File: config.mk
export PLATFORM = sky130hd
export DESIGN_NAME = predec_store_seq
export DESIGN_NICKNAME = d
export VERILOG_FILES = /design/src/rtl/pds_pkg.sv /design/src/rtl/pds_decode.sv /design/src/rtl/pds_decrement.sv /design/src/rtl/pds_phase.sv /design/src/rtl/predec_store_seq.sv
export SDC_FILE = /design/constraint.sdc
export NUM_CORES = 1
export LEC_CHECK = 0
export ABC_AREA = 1
export BUFFER_PORTS_ARGS = -buffer_cell sky130_fd_sc_hd__buf_2
export CAP_MARGIN = 10
export CELL_PAD_IN_SITES_DETAIL_PLACEMENT = 0
export CELL_PAD_IN_SITES_GLOBAL_PLACEMENT = 1
export CORE_MARGIN = 2
export CORE_UTILIZATION = 39
export CTS_CLUSTER_DIAMETER = 150
export CTS_CLUSTER_SIZE = 16
export DETAILED_ROUTE_END_ITERATION = 8
export PLACE_DENSITY_LB_ADDON = 0.05
export SYNTH_ARGS = -nofsm -noshare
export SYNTH_HDL_FRONTEND = slang
export SYNTH_SLANG_ARGS = --single-unit
export TNS_END_PERCENT = 10
File: constraint.sdc
create_clock -name clk -period 3.5 [get_ports clk]
set_input_delay 0.35 -clock clk [delete_from_list [all_inputs] [get_ports clk]]
set_output_delay 0.35 -clock clk [all_outputs]
set_load 0.005 [all_outputs]
File: src/rtl/pds_pkg.sv
package pds_pkg;

    typedef enum logic [3:0] {
        ACT_NONE,
        ACT_RD_LO,
        ACT_RD_HI,
        ACT_CALC,
        ACT_RD_SRC,
        ACT_MEM_WR,
        ACT_WB_LO,
        ACT_WB_HI,
        ACT_DONE
    } pds_act_e;

endpackage

File: src/rtl/pds_decode.sv
module pds_decode #(
    parameter int          OPC_W  = 8,
    parameter int          RF_AW  = 4,
    parameter logic [7:0]  OPCODE = 8'hF2
) (
    input  logic [OPC_W-1:0]   op_i,
    input  logic [2*RF_AW-1:0] arg_i,
    output logic               match_o,
    output logic [RF_AW-1:0]   src_o,
    output logic [RF_AW-1:0]   pair_o,
    output logic               space_o
);
    localparam int ARG_W = 2 * RF_AW;

    always_comb begin
        match_o = (op_i == OPC_W'(OPCODE));
        src_o   = arg_i[ARG_W-1:RF_AW];
        pair_o  = {arg_i[RF_AW-1:1], 1'b0};
        space_o = arg_i[0];
    end

endmodule

File: src/rtl/pds_decrement.sv
module pds_decrement #(
    parameter int W = 16
) (
    input  logic [W-1:0] val_i,
    output logic [W-1:0] dec_o
);
    logic [W:0] borrow;

    assign borrow[0] = 1'b1;

    for (genvar i = 0; i < W; i++) begin : g_bit
        assign dec_o[i]    = val_i[i] ^ borrow[i];
        assign borrow[i+1] = borrow[i] & ~val_i[i];
    end

    always_comb begin
        AST_DEC_BORROW: assert (W'(dec_o + 1'b1) == val_i);
    end

endmodule

File: src/rtl/pds_phase.sv
module pds_phase #(
    parameter int STEP_W    = 4,
    parameter int MEM_STEP  = 9,
    parameter int DONE_STEP = 13
) (
    input  logic [STEP_W-1:0]   step_i,
    output pds_pkg::pds_act_e   act_o
);
    import pds_pkg::*;

    localparam int RD_LO_STEP  = 1;
    localparam int RD_HI_STEP  = 2;
    localparam int CALC_STEP   = 3;
    localparam int RD_SRC_STEP = 4;
    localparam int WB_LO_STEP  = MEM_STEP + 1;
    localparam int WB_HI_STEP  = MEM_STEP + 2;

    always_comb begin
        act_o = ACT_NONE;
        if (step_i == STEP_W'(RD_LO_STEP))       act_o = ACT_RD_LO;
        else if (step_i == STEP_W'(RD_HI_STEP))  act_o = ACT_RD_HI;
        else if (step_i == STEP_W'(CALC_STEP))   act_o = ACT_CALC;
        else if (step_i == STEP_W'(RD_SRC_STEP)) act_o = ACT_RD_SRC;
        else if (step_i == STEP_W'(MEM_STEP))    act_o = ACT_MEM_WR;
        else if (step_i == STEP_W'(WB_LO_STEP))  act_o = ACT_WB_LO;
        else if (step_i == STEP_W'(WB_HI_STEP))  act_o = ACT_WB_HI;
        else if (step_i == STEP_W'(DONE_STEP))   act_o = ACT_DONE;
    end

endmodule

File: src/rtl/predec_store_seq.sv
module predec_store_seq #(
    parameter int         DATA_W    = 8,
    parameter int         RF_AW     = 4,
    parameter logic [7:0] OPCODE    = 8'hF2,
    parameter int         TOTAL_CYC = 14,
    parameter int         MEM_STEP  = 9
) (
    input  logic                clk,
    input  logic                rst_n,
    input  logic                start,
    input  logic [7:0]          op_byte,
    input  logic [2*RF_AW-1:0]  arg_byte,
    output logic [RF_AW-1:0]    rf_raddr,
    input  logic [DATA_W-1:0]   rf_rdata,
    output logic                rf_we,
    output logic [RF_AW-1:0]    rf_waddr,
    output logic [DATA_W-1:0]   rf_wdata,
    output logic                mem_we,
    output logic                mem_space,
    output logic [2*DATA_W-1:0] mem_addr,
    output logic [DATA_W-1:0]   mem_wdata,
    output logic                busy,
    output logic                done
);
    import pds_pkg::*;

    localparam int ADDR_W    = 2 * DATA_W;
    localparam int DONE_STEP = TOTAL_CYC - 1;
    localparam int STEP_W    = $clog2(TOTAL_CYC);

    typedef struct packed {
        logic              busy;
        logic [STEP_W-1:0] step;
        logic [RF_AW-1:0]  src;
        logic [RF_AW-1:0]  pair;
        logic              space;
        logic [DATA_W-1:0] hi;
        logic [DATA_W-1:0] lo;
        logic [ADDR_W-1:0] ptr;
        logic [DATA_W-1:0] data;
    } seq_state_t;

    seq_state_t st_q, st_d;

    logic              dec_match;
    logic [RF_AW-1:0]  dec_src;
    logic [RF_AW-1:0]  dec_pair;
    logic              dec_space;
    logic [ADDR_W-1:0] ptr_dec;
    pds_act_e          act;
    logic [RF_AW-1:0]  pair_odd;

    pds_decode #(
        .OPC_W  (8),
        .RF_AW  (RF_AW),
        .OPCODE (OPCODE)
    ) i_decode (
        .op_i    (op_byte),
        .arg_i   (arg_byte),
        .match_o (dec_match),
        .src_o   (dec_src),
        .pair_o  (dec_pair),
        .space_o (dec_space)
    );

    pds_decrement #(
        .W (ADDR_W)
    ) i_decrement (
        .val_i ({st_q.hi, st_q.lo}),
        .dec_o (ptr_dec)
    );

    pds_phase #(
        .STEP_W    (STEP_W),
        .MEM_STEP  (MEM_STEP),
        .DONE_STEP (DONE_STEP)
    ) i_phase (
        .step_i (st_q.step),
        .act_o  (act)
    );

    assign pair_odd = {st_q.pair[RF_AW-1:1], 1'b1};

    always_comb begin
        st_d     = st_q;
        rf_raddr = st_q.src;
        rf_we    = 1'b0;
        rf_waddr = st_q.pair;
        rf_wdata = st_q.ptr[DATA_W-1:0];
        mem_we   = 1'b0;
        done     = 1'b0;

        if (!st_q.busy) begin
            if (start && dec_match) begin
                st_d.busy  = 1'b1;
                st_d.step  = STEP_W'(1);
                st_d.src   = dec_src;
                st_d.pair  = dec_pair;
                st_d.space = dec_space;
            end
        end else begin
            st_d.step = st_q.step + 1'b1;
            case (act)
                ACT_RD_LO: begin
                    rf_raddr = pair_odd;
                    st_d.lo  = rf_rdata;
                end
                ACT_RD_HI: begin
                    rf_raddr = st_q.pair;
                    st_d.hi  = rf_rdata;
                end
                ACT_CALC: begin
                    st_d.ptr = ptr_dec;
                end
                ACT_RD_SRC: begin
                    rf_raddr  = st_q.src;
                    st_d.data = rf_rdata;
                end
                ACT_MEM_WR: begin
                    mem_we = 1'b1;
                end
                ACT_WB_LO: begin
                    rf_we    = 1'b1;
                    rf_waddr = pair_odd;
                    rf_wdata = st_q.ptr[DATA_W-1:0];
                end
                ACT_WB_HI: begin
                    rf_we    = 1'b1;
                    rf_waddr = st_q.pair;
                    rf_wdata = st_q.ptr[ADDR_W-1:DATA_W];
                end
                ACT_DONE: begin
                    done      = 1'b1;
                    st_d.busy = 1'b0;
                    st_d.step = '0;
                end
                default: ;
            endcase
        end
    end

    always_ff @(posedge clk or negedge rst_n) begin
        if (!rst_n) begin
            st_q <= '0;
        end else begin
            st_q <= st_d;
        end
    end

    assign mem_addr  = st_q.ptr;
    assign mem_wdata = st_q.data;
    assign mem_space = st_q.space;
    assign busy      = st_q.busy;

    AST_WE_PULSE: assert property (@(posedge clk) disable iff (!rst_n)
        mem_we |=> !mem_we);
    AST_MEM_HOLD: assert property (@(posedge clk) disable iff (!rst_n)
        mem_we |-> ($stable(mem_addr) && $stable(mem_wdata)));
    AST_DONE_ENDS: assert property (@(posedge clk) disable iff (!rst_n)
        done |=> (!done && !busy));
    AST_IDLE_QUIET: assert property (@(posedge clk) disable iff (!rst_n)
        !busy |-> (!mem_we && !rf_we && !done));
    AST_WB_AFTER_MEM: assert property (@(posedge clk) disable iff (!rst_n)
        rf_we |-> (busy && !mem_we && !done));
    AST_HOLD_IN_FLIGHT: assert property (@(posedge clk) disable iff (!rst_n)
        (busy && !done) |=> (busy && $stable(mem_space)));

endmodule

[Yosys cells after proc, flatten, opt, wreduce, memory -nomap -nowiden]
Index checks and enable logic that the tools add are counted.
Word-level totals
  bits in registers: 53
Cells by class
  $add $sub $neg: 1
  eq/ne operators: 17
  multiplexer cells: 23
  bitwise logic cells: 45
  reductions and logical operators: 8
Operators by type and width (number)
  4-bit two-way mux: 9
  4-bit by 3-bit == test with 1-bit output, second input constant: 5
  4-bit == test, second input constant: 5
  4-bit by 2-bit == test with 1-bit output, second input constant: 4
  8-bit two-way mux: 2
  1-bit inverter: 16
  1-bit XOR: 15
  1-bit bitwise AND: 14
  14-bit two-way mux: 1
  5-bit two-way mux: 2
  2-bit AND reduction: 5
  4-bit by 1-bit == test with 1-bit output, second input constant: 2
  8-bit == test, second input constant: 1
  1-bit two-way mux: 8
  4-bit one-hot mux with 2 select lines: 1
  4-bit by 1-bit adder with 4-bit output, second input constant: 1
  2-bit nonzero test: 1
  2-bit OR reduction: 1
  1-bit logical AND: 1

[Longest topological paths before layout]
  depth in word-level cells: 16
  depth in mapped cells: 17
  gate-level depth less buffers: 17

[Modules after synthesis]
A second synthesis with hierarchy kept.
Second synthesis, totals
  cells, all modules: 391
  area, all modules: 3165.5 um^2
Modules (own cells, without submodules)
  predec_store_seq: times used 1, cells an instance 307, area an instance 2685.1 um^2, seq. area each 1351.3 um^2
  pds_decrement: times used 1, cells an instance 48, area an instance 302.8 um^2, seq. area each 0.0 um^2
  pds_decode: times used 1, cells an instance 20, area an instance 111.4 um^2, seq. area each 0.0 um^2
  pds_phase: times used 1, cells an instance 16, area an instance 66.3 um^2, seq. area each 0.0 um^2

[Least setup slack after synthesis]
OpenSTA, ideal clock, no wires.
  path type: reg-to-reg
  start: register st_q[24] (netlist bit)
  end: register st_q, in the netlist mem_addr[15]
  library setup time: 123 ps
  data arrival time: 3036 ps
  slack: 341 ps
  stages on the path, launching flop included: 18
  clock period less this slack: 3159 ps
  path through: dfrtp_1 > inv_1 > ha_1 > ha_1 > ha_1 > ha_1 > ha_1 > ha_1 > ha_1 > ha_1 > ha_1 > ha_1 > ha_1 > ha_1 > ha_1 > ha_1 > xnor2_1 > o21ai_1
Between the ends
  longest elaborated chain between the ends: 16
Ends and longest elaborated chain
  from (decl): line predec_store_seq.sv:43  | seq_state_t st_q, st_d;
  from (signal assigned): line predec_store_seq.sv:146  | st_q <= st_d;
  1-bit inverter: line pds_decrement.sv:13  | assign borrow[i+1] = borrow[i] & ~val_i[i];
  via i_decrement.borrow[1]: line pds_decrement.sv:7  | logic [W:0] borrow;
  1-bit bitwise AND (14 in a row): line pds_decrement.sv:13
  1-bit XOR: line pds_decrement.sv:12  | assign dec_o[i] = val_i[i] ^ borrow[i];
The timed path passes the listed nets, and every way through them passes these cells.
A chain may end at the register's enable or synchronous reset.

[Worst setup path after layout]
Same ends and word-level chain as after synthesis.

==> qor.txt <==
Vias in the first global route -> 1,986
Syn Nets -> 376
Share of layout cells above drive strength 1 -> 28.3%
Core ar. -> 7210 um^2
Wire per inst -> 11.7 um
Setup Fix Bufs, Post-CTS -> 0
Die area -> 8130 um^2
Seq/Total Area, Yosys -> 45.8%
R2r worst-path depth -> 17
Slowest Stage Delay on Critical Path -> 0.37 ns
Worst-Skew Late Latency -> 0.30 ns
Routed Antenna Nets -> 0
Cells after Synth -> 331
Power Dens Cells -> 496 nW/um^2
Startpoint class of the critical path -> flip-flop
Final Critical Period -> 3.27 ns
# DRC -> 0
Mapped Area -> 2900 um^2
CP max stage cell -> dfrtp_1
Setup Skew -> 0.00977 ns
Clk sinks -> 53
Distinct cell type count after synthesis -> 26
Number of synthesized flops with an enable pin -> 0
FILL cells -> 798
Max-slew violation count -> 0
Crit path DAT -> 3.46 ns
Synth Flop Type -> dfrtp_1
Initial antenna violation count -> 0
Area growth syn-to-layout -> 11.1%
Cts repair resizes -> 0
Initial core utilization -> 40.1%
Leakage -> 1.83 nW
IO Count -> 72
GRT Resource Usage Total -> 14.6%
Gpl congestion -> 0.773
Hpwl dp -> 4150 um
# hold bufs at CTS -> 0
Max Fanout on Critical Path -> 3
Endpoints failing setup -> 0
Vias/cell -> 4.42
Stages on worst setup path -> 17
Antenna Cells -> 0
CP most frequent cell -> ha_1
Period utilisation layout -> 93.5%
WS Path Type -> reg2reg
Pre-Repair DR Iteration Count -> 4
Worst vdd ir -> 0.274 mV
Worst-path cell chain -> inv_1, ha_1, ha_1, ha_1, ha_1, ha_1, ha_1, ha_1, ha_1, ha_1, ha_1, ha_1, ha_1, ha_1, ha_1, xnor2_1, o21ai_1
CTS buffer count -> 5
Setup crit end kind -> flip-flop
Final net count -> 418
Chip height -> 90.2 um
Final core utilization -> 44.6%
Worst hold path type -> in2async
Global-route wire length before repair -> 9720 um
Most frequent cells in the layout -> nand2_1, buf_2, dfrtp_1
CTS tree -> built
Total grt overflow -> 0
Seq cells post-synth -> 53
CTS Buffer Depth -> 2
FFs w/ async S/R, synth -> 100%
Reg clk slew, reported paths -> 0.10 ns
Largest net degree at the start of global routing -> 44
Rows -> 31
Clk root buf -> clkbuf_8
Most common cell after layout, fill and taps aside -> nand2_1
IO buf count -> 71
Worst path required time -> 3.69 ns
1st-iter DRT viols -> 65
Fmax -> 305 MHz
Die X -> 90.2 um
Final count of hold timing violations -> 0
Family with the most delay on the worst path -> adder cells
Total number of yosys warnings -> 0
Max-Cap Viols -> 0
Status -> finished clean
Post-Route WL -> 5530 um
Slew margin rel. -> 36.5%
CTS H-tree lvls -> 2
Setup_tns -> 0 ns
Buf+Inv Stages, Crit Path -> 1
Syn avg cell area -> 8.75 um^2
Slew @ Worst Pin -> 0.953 ns
Vias -> 2,091
cell families after synthesis:
family,count (synthesis),share of synthesized area (%)
AO/OA/AOI/OAI,57,12.3
XOR/XNOR,1,0.302
adder cells (fa/ha/maj),18,7.78
buffers and inverters,81,15.6
flip-flops,53,45.8
AND/OR/NAND/NOR,121,18.3
synthesized netlist by cell type, types with 2 or more instances:
cell type  number  area share (%)
ha_1           18             7.8
inv_2           3            0.39
nor2_2          2            0.43
nor2_1          4            0.52
nand4_1         4            0.86
nand3_1         9             1.6
dfrtp_1        53              46
buf_4          27             7.0
o21ai_2        15             4.5
inv_1          40             5.2
nand2_1        95              12
nand3_2         2            0.69
clkbuf_1        4            0.52
o21ai_1        11             1.9
buf_6           6             2.3
o21ai_0        28             4.8
area by class of cell:
class / instances / area, um^2 / area share (%)
well taps: 99 / 124 / 3.85
repair buffers: 73 / 370 / 11.5
clock buffers: 7 / 86.3 / 2.68
clock inverters: 1 / 30.0 / 0.933
multi-input cells: 197 / 1120 / 34.8
flip-flops and latches: 53 / 1330 / 41.2
inverters: 43 / 161 / 5.02
stage by stage:
step / setup WS (ns) / area (um^2) / power, W / instances / hold WS (ns)
after floorplan: 0.341 / 2900 / 0.00107 / 331 / 0.0544
after global placement: 0.231 / 3090 / 0.00118 / 464 / 0.464
after detailed placement: 0.158 / 3090 / 0.00118 / 464 / 0.473
after CTS: 0.156 / 3210 / 0.00162 / 472 / 0.232
after global routing: -0.00195 / 3220 / 0.00173 / 473 / 0.275
final: 0.226 / 3220 / 0.00160 / 473 / 0.192
routing by layer:
| layer | global-route usage [%] | wire length [um] | vias to the layer above |
|---|---|---|---|
| met1 | 21.7 | 2910 | 921 |
| met4 | 3.85 | 64 | 0 |
| met2 | 21.2 | 2230 | 61 |
| met3 | 3.35 | 326 | 5 |
| met5 | 0 | 0 | - |
| li1 | - | - | 1104 |
sequential cells by signal, summed over array words and instances (netlist names):
| name | cells |
|---|---|
| busy | 1 |
| mem_wdata | 8 |
| mem_addr | 16 |
| pair_odd | 3 |
| mem_space | 1 |
| st_q | 24 |
worst paths after layout:
check	start	to	slack [ns]
setup / recovery	st_q[24]$_DFFE_PN0P_	mem_addr[15]$_DFFE_PN0P_	0.23
hold / removal	rst_n	st_q[46]$_DFFE_PN0P_	0.19
setup reg to reg	st_q[24]$_DFFE_PN0P_	mem_addr[15]$_DFFE_PN0P_	0.23
hold reg to reg	mem_space$_DFFE_PN0P_	mem_space$_DFFE_PN0P_	0.49
max in group asynchronous	rst_n	st_q[25]$_DFFE_PN0P_	2.60
min in group clk	arg_byte[4]	st_q[45]$_DFFE_PN0P_	0.28
report_power, final:
group	internal (W)	total, W	switching (W)
combinational	0.000166	0.000400	0.000234
sequential	0.000704	0.000770	0.0000655
clock	0.000233	0.000427	0.000194
total	0.00110	0.00160	0.000494
(Power assumes the default switching activity.)
